`config.mk`:
```
export PLATFORM = sky130hd
export DESIGN_NAME = frac_clk_div
export DESIGN_NICKNAME = d
export VERILOG_FILES = /design/src/rtl/fcd_pkg.sv /design/src/rtl/fcd_src_pick.sv /design/src/rtl/fcd_shaper.sv /design/src/rtl/frac_clk_div.sv
export SDC_FILE = /design/constraint.sdc
export NUM_CORES = 1
export LEC_CHECK = 0
export BUFFER_PORTS_ARGS = -buffer_cell sky130_fd_sc_hd__buf_2
export CORE_MARGIN = 2
export CORE_UTILIZATION = 55
export CTS_CLUSTER_SIZE = 40
export DETAILED_ROUTE_END_ITERATION = 6
export PLACE_DENSITY = 0.73
export SETUP_SLACK_MARGIN = 0.3
export SLEW_MARGIN = 20
export SYNTH_ARGS = -nofsm -noshare
export SYNTH_HDL_FRONTEND = slang
export SYNTH_SLANG_ARGS = --single-unit
```
`constraint.sdc`:
```
create_clock -name clk -period 19.57 [get_ports clk]
set_input_delay 1.957 -clock clk [delete_from_list [all_inputs] [get_ports clk]]
set_output_delay 1.957 -clock clk [all_outputs]
set_load 0.01 [all_outputs]
```
`src/rtl/fcd_pkg.sv`:
```
package fcd_pkg;
    typedef enum logic [1:0] {
        ST_IDLE = 2'd0,
        ST_WAIT = 2'd1,
        ST_RUN  = 2'd2
    } run_st_e;
endpackage

```
`src/rtl/fcd_src_pick.sv`:
```
module fcd_src_pick #(
    parameter int SRC_N = 8,
    parameter int SEL_W = 4
) (
    input  logic [SRC_N-1:1] src_tick,
    input  logic [SEL_W-1:0] sel,
    output logic             tick
);
    always_comb begin
        tick = 1'b0;
        for (int i = 1; i < SRC_N; i++) begin
            if (sel == SEL_W'(i)) tick = src_tick[i];
        end
    end
endmodule

```
`src/rtl/fcd_shaper.sv`:
```
module fcd_shaper #(
    parameter int DIV_W  = 12,
    parameter int FRAC_W = 12,
    localparam int LEN_W = DIV_W + 1
) (
    input  logic [1:0]        order,
    input  logic [DIV_W-1:0]  divi,
    input  logic [FRAC_W-1:0] divf,
    input  logic [FRAC_W-1:0] acc1,
    input  logic [FRAC_W-1:0] acc2,
    input  logic [FRAC_W-1:0] acc3,
    input  logic              c2p,
    input  logic              c3p,
    input  logic              c3pp,
    output logic [LEN_W-1:0]  len,
    output logic [FRAC_W-1:0] acc1_n,
    output logic [FRAC_W-1:0] acc2_n,
    output logic [FRAC_W-1:0] acc3_n,
    output logic              c2p_n,
    output logic              c3p_n,
    output logic              c3pp_n
);
    localparam logic signed [LEN_W:0] MIN_LEN = 2;

    logic [FRAC_W:0]        s1, s2, s3;
    logic signed [3:0]      e1, e2, e2p, e3, e3p, e3pp, dlt;
    logic signed [LEN_W:0]  lsum;

    always_comb begin
        s1   = {1'b0, acc1} + {1'b0, divf};
        s2   = {1'b0, acc2} + {1'b0, s1[FRAC_W-1:0]};
        s3   = {1'b0, acc3} + {1'b0, s2[FRAC_W-1:0]};
        e1   = $signed({3'b000, s1[FRAC_W]});
        e2   = $signed({3'b000, s2[FRAC_W]});
        e3   = $signed({3'b000, s3[FRAC_W]});
        e2p  = $signed({3'b000, c2p});
        e3p  = $signed({3'b000, c3p});
        e3pp = $signed({3'b000, c3pp});
        case (order)
            2'd0:    dlt = 4'sd0;
            2'd1:    dlt = e1;
            2'd2:    dlt = e1 + e2 - e2p;
            default: dlt = e1 + e2 - e2p + e3 - (e3p <<< 1) + e3pp;
        endcase
        lsum = $signed({2'b00, divi}) + $signed({{(LEN_W-3){dlt[3]}}, dlt});
        if (lsum < MIN_LEN) len = LEN_W'(2);
        else                len = lsum[LEN_W-1:0];
        acc1_n = s1[FRAC_W-1:0];
        acc2_n = s2[FRAC_W-1:0];
        acc3_n = s3[FRAC_W-1:0];
        c2p_n  = s2[FRAC_W];
        c3p_n  = s3[FRAC_W];
        c3pp_n = c3p;
    end
endmodule

```
`src/rtl/frac_clk_div.sv`:
```
module frac_clk_div #(
    parameter int SRC_N  = 8,
    parameter int SEL_W  = 4,
    parameter int DIV_W  = 12,
    parameter int FRAC_W = 12
) (
    input  logic               clk,
    input  logic               rst_n,
    input  logic [SRC_N-1:1]   src_tick,
    input  logic               cfg_we,
    input  logic [SEL_W-1:0]   cfg_src,
    input  logic [DIV_W-1:0]   cfg_divi,
    input  logic [FRAC_W-1:0]  cfg_divf,
    input  logic [1:0]         cfg_order,
    input  logic               run_en,
    output logic               clk_out,
    output logic               busy
);
    import fcd_pkg::*;
    localparam int LEN_W = DIV_W + 1;

    typedef struct packed {
        run_st_e           st;
        logic [SEL_W-1:0]  sel;
        logic [DIV_W-1:0]  divi;
        logic [FRAC_W-1:0] divf;
        logic [1:0]        order;
        logic [LEN_W-1:0]  pos;
        logic [LEN_W-1:0]  len;
        logic              out;
        logic [FRAC_W-1:0] acc1;
        logic [FRAC_W-1:0] acc2;
        logic [FRAC_W-1:0] acc3;
        logic              c2p;
        logic              c3p;
        logic              c3pp;
    } regs_t;

    regs_t r_q, r_d;
    logic  tick;
    logic [LEN_W-1:0]  sh_len;
    logic [FRAC_W-1:0] sh_a1, sh_a2, sh_a3;
    logic              sh_c2p, sh_c3p, sh_c3pp;

    fcd_src_pick #(.SRC_N(SRC_N), .SEL_W(SEL_W)) u_pick (
        .src_tick (src_tick),
        .sel      (r_q.sel),
        .tick     (tick)
    );

    fcd_shaper #(.DIV_W(DIV_W), .FRAC_W(FRAC_W)) u_shp (
        .order  (r_q.order),
        .divi   (r_q.divi),
        .divf   (r_q.divf),
        .acc1   (r_q.acc1),
        .acc2   (r_q.acc2),
        .acc3   (r_q.acc3),
        .c2p    (r_q.c2p),
        .c3p    (r_q.c3p),
        .c3pp   (r_q.c3pp),
        .len    (sh_len),
        .acc1_n (sh_a1),
        .acc2_n (sh_a2),
        .acc3_n (sh_a3),
        .c2p_n  (sh_c2p),
        .c3p_n  (sh_c3p),
        .c3pp_n (sh_c3pp)
    );

    always_comb begin
        r_d = r_q;
        unique case (r_q.st)
            ST_IDLE: begin
                if (cfg_we) begin
                    r_d.sel   = cfg_src;
                    r_d.divi  = cfg_divi;
                    r_d.divf  = cfg_divf;
                    r_d.order = cfg_order;
                end
                if (run_en) begin
                    r_d.st   = ST_WAIT;
                    r_d.acc1 = '0;
                    r_d.acc2 = '0;
                    r_d.acc3 = '0;
                    r_d.c2p  = 1'b0;
                    r_d.c3p  = 1'b0;
                    r_d.c3pp = 1'b0;
                end
            end
            ST_WAIT: begin
                if (!run_en) begin
                    r_d.st = ST_IDLE;
                end else if (tick) begin
                    r_d.st   = ST_RUN;
                    r_d.pos  = '0;
                    r_d.len  = sh_len;
                    r_d.acc1 = sh_a1;
                    r_d.acc2 = sh_a2;
                    r_d.acc3 = sh_a3;
                    r_d.c2p  = sh_c2p;
                    r_d.c3p  = sh_c3p;
                    r_d.c3pp = sh_c3pp;
                end
            end
            default: begin
                if (tick) begin
                    if (r_q.pos == r_q.len - 1'b1) begin
                        if (run_en) begin
                            r_d.pos  = '0;
                            r_d.len  = sh_len;
                            r_d.acc1 = sh_a1;
                            r_d.acc2 = sh_a2;
                            r_d.acc3 = sh_a3;
                            r_d.c2p  = sh_c2p;
                            r_d.c3p  = sh_c3p;
                            r_d.c3pp = sh_c3pp;
                        end else begin
                            r_d.st = ST_IDLE;
                        end
                    end else begin
                        r_d.pos = r_q.pos + 1'b1;
                    end
                end
            end
        endcase
        r_d.out = (r_d.st == ST_RUN) && (r_d.pos < (r_d.len >> 1));
    end

    always_ff @(posedge clk or negedge rst_n) begin
        if (!rst_n) begin
            r_q       <= '0;
            r_q.st    <= ST_IDLE;
            r_q.divi  <= DIV_W'(2);
            r_q.len   <= LEN_W'(2);
        end else begin
            r_q <= r_d;
        end
    end

    assign clk_out = r_q.out;
    assign busy    = (r_q.st != ST_IDLE);
endmodule

```
==> run_results.csv <==
group,metric,value,unit
clocking,cts-htree-levels,3,
cells_and_area,num_antenna_cells,0,
clocking,root_buffer,"clkbuf_16",
global_route,antenna_found_initial,0,
setup_path,reg2reg_depth,42,
synthesis,synthCells,701,
routing,drt_iter0_drc,195,
routing,dr.pass1.iters,5,
place,dp_hpwl,11.1,mm
place,dp_slack,10.28,ns
clocking,cts_buffers,9,
synthesis,synth.most_common_cell,"dfrtp_1",
routing,antenna_left,0,
setup_path,rrSetupSlack,10.25,ns
routing,via_per_inst,5.99,
synthesis,synth_seq_area_share,35.4,%
setup_path,endpoint_kind,"register",
clocking,cts_tree,"done",
synthesis,synth_warnings,0,
setup_path,regToRegStartpoint,"r_q[27]",
flow_run,cap_viol_max_count,0,
synthesis,ys_top_cells_by_area,"dfrtp_1 (35%), ha_1 (13%), xnor2_1 (5.1%), mux2_2 (4.9%), a22o_1 (4.4%)",
synthesis,synth_seq_cells,98,
timing,worst_slew_pin_slew,1.09,ns
cells_and_area,syn2layout_area_growth,9.00,%
synthesis,synth_area,6930,um^2
cells_and_area,ff_latch_area,2450,um^2
cells_and_area,filler_cell_count,1013,
place,portBuffers,42,
setup_path,slowest_stage,"a2111oi_1",
synthesis,syn_area_per_cell,9.88,um^2
clocking,path_clk_slew,0.07,ns
timing,rsz0062_at_grt,"false",
floorplan,core-area,12200,um^2
floorplan,io_pins,43,
routing,drt_wl_total,14.9,mm
hold_path,hold_path_depth,2,
hold_path,holdCritStartpoint,"r_q[0]",
global_route,overflow,0,
routing,wl_per_cell,16.4,um
synthesis,synth.top_cells.by_count,"dfrtp_1 (96), ha_1 (71), nand2_1 (49)",
floorplan,die_area,13500,um^2
clocking,clk_latency,0.36,ns
setup_path,critPathRequiredTime,19.83,ns
setup_path,crit_type,"reg2reg",
timing,final_max_slew_viol_count,0,
global_route,grt_max_degree,64,
timing,max_slew_margin,26.8,%
power,p_leak,3.59,nW
synthesis,synth_largest_area_cell,"dfrtp_1",
synthesis,ys.flop_type,"dfrtp_1",
place,place.gp.congestion,0.919,
synthesis,synth_top_area_share,34.7,%
cells_and_area,drive_gt1_share,15.7,%
timing,clock_skew,0.00905,ns
floorplan,core.rowCount,40,
setup_path,regToRegEndpoint,"clk_out",
synthesis,synth_cell_types,73,
clocking,postCtsSetupRepairBufs,0,
power,power_density,202,nW/um^2
timing,tns,0,ns
setup_path,cpMostUsedCell,"ha_1",
timing,setup_viol,0,
synthesis,synth_nets,819,
global_route,grt_pass1_vias,5521,
floorplan,die_h,116,um
cells_and_area,multi_input_area,4160,um^2
hold_path,hold_class,"reg2reg",
cells_and_area,layout.nets,851,
timing,fmaxAchievable,0.107,GHz
routing,post-route-drc-count,0,
clocking,post_cts_resized,0,
clocking,cts_num_sinks,98,
timing,min_period,9.32,ns
synthesis,synth_async_sr_flop_share,100,%
timing,period_share,47.6,%
power,ir_drop,0.114,mV
timing,fin_ws,10.25,ns
run_status,status,"completed",
routing,num_vias,5427,
hold_path,whs_endpoint,"r_q[0]",
setup_path,cpPeakStageDelay,0.46,ns
synthesis,synth_edf_count,0,
clocking,cts-hold-fix-buffers,0,
setup_path,startpoint_type,"register",
timing,final-hold-violation-count,0,
setup_path,worstPathMaxFanout,11,
global_route,grt_pass1_wl,25.5,mm
floorplan,start_util,57.0,%
global_route,grt_use_total,23.6,%
clocking,cts.path.max_buffers,2,
setup_path,arrival,9.58,ns
floorplan,die_x,116,um
## worst max-delay path: cells and delay by family (launching register included)
family	cells	cell delay, ns
AO/OA/AOI/OAI	18	4.29
adder cells (fa/ha/maj)	10	2.81
AND/OR/NAND/NOR	7	0.96
buffers and inverters	5	0.49
flip-flops	1	0.39
XOR/XNOR	2	0.28
## cells by family after synthesis
kind of cell	Yosys count	share of synthesized area, %
AO/OA/AOI/OAI	197	20.4
XOR/XNOR	62	7.84
adder cells (fa/ha/maj)	77	14.6
buffers and inverters	75	4.61
flip-flops	98	35.4
multiplexers	35	5.78
AND/OR/NAND/NOR	157	11.4
## final cells by class
class | instances | area share (%)
clock buffer | 10 | 3.03
multi-input combinational | 528 | 55.1
inverter | 50 | 2.49
sequential | 98 | 32.5
clock inverter | 6 | 0.878
timing repair buffer | 46 | 3.22
tap | 168 | 2.78
## report_power, final
group          total (W)  internal (W)  switching [W]
clock network   0.000181     0.0000994      0.0000818
logic           0.000978      0.000442       0.000536
registers       0.000363      0.000285      0.0000774
total            0.00152      0.000827       0.000695
## state kept, by name, indices dropped and copies added (netlist names)
name     count
r_q         97
clk_out      1
## metal layers
metal	up-vias	global-route usage [%]	part of all wire, %
li1	2604	-	-
met1	2679	31.0	46
met2	123	40.1	48
met3	21	3.79	4.2
met4	0	7.70	1.5
met5	-	0	0
## worst max path at each step
| stage | startpoint | end | slack [ns] | cells past startpoint |
|---|---|---|---|---|
| 3_5_place_dp | r_q[28] | clk_out | 10.28 | 43 |
| 3_3_place_gp | r_q[28] | clk_out | 10.59 | 43 |
| 6_report | r_q[27] | clk_out | 10.25 | 42 |
| 2_1_floorplan | r_q[28] | clk_out | 11.26 | 43 |
| 4_1_cts | r_q[28] | clk_out | 10.24 | 43 |
| 5_1_grt | r_q[28] | clk_out | 9.22 | 43 |
## through the flow
| stage | area, um^2 | hold slack [ns] | utilization (%) | total power, W | instances |
|---|---|---|---|---|---|
| finish | 7550 | 0.481 | 62.1 | 0.00152 | 906 |
| global route | 7550 | 0.520 | 62.1 | 0.00167 | 906 |
| CTS | 7550 | 0.485 | 62.1 | 0.00153 | 906 |
| detailed placement | 7250 | 0.470 | 59.7 | 0.00134 | 890 |
| global placement | 7250 | 0.464 | 59.7 | 0.00129 | 890 |
| floorplan | 6930 | 0.450 | - | 0.00114 | 701 |
## layout by cell type, fill, tap and decap left out, types with 7 or more instances in the layout
master     instances
xor2_1            22
dfrtp_1           96
mux2_2            30
or3_1              9
a22o_1            35
inv_1             46
nor2b_1            7
o21bai_1           7
nor2_1            28
a21oi_1           38
a21o_1            19
clkbuf_16          9
nand3_1           16
xnor2_1           40
o21ai_0           36
nand2_1           49
nor3_1            16
buf_2             41
ha_1              71
Power figures use the tool's default switching activity.
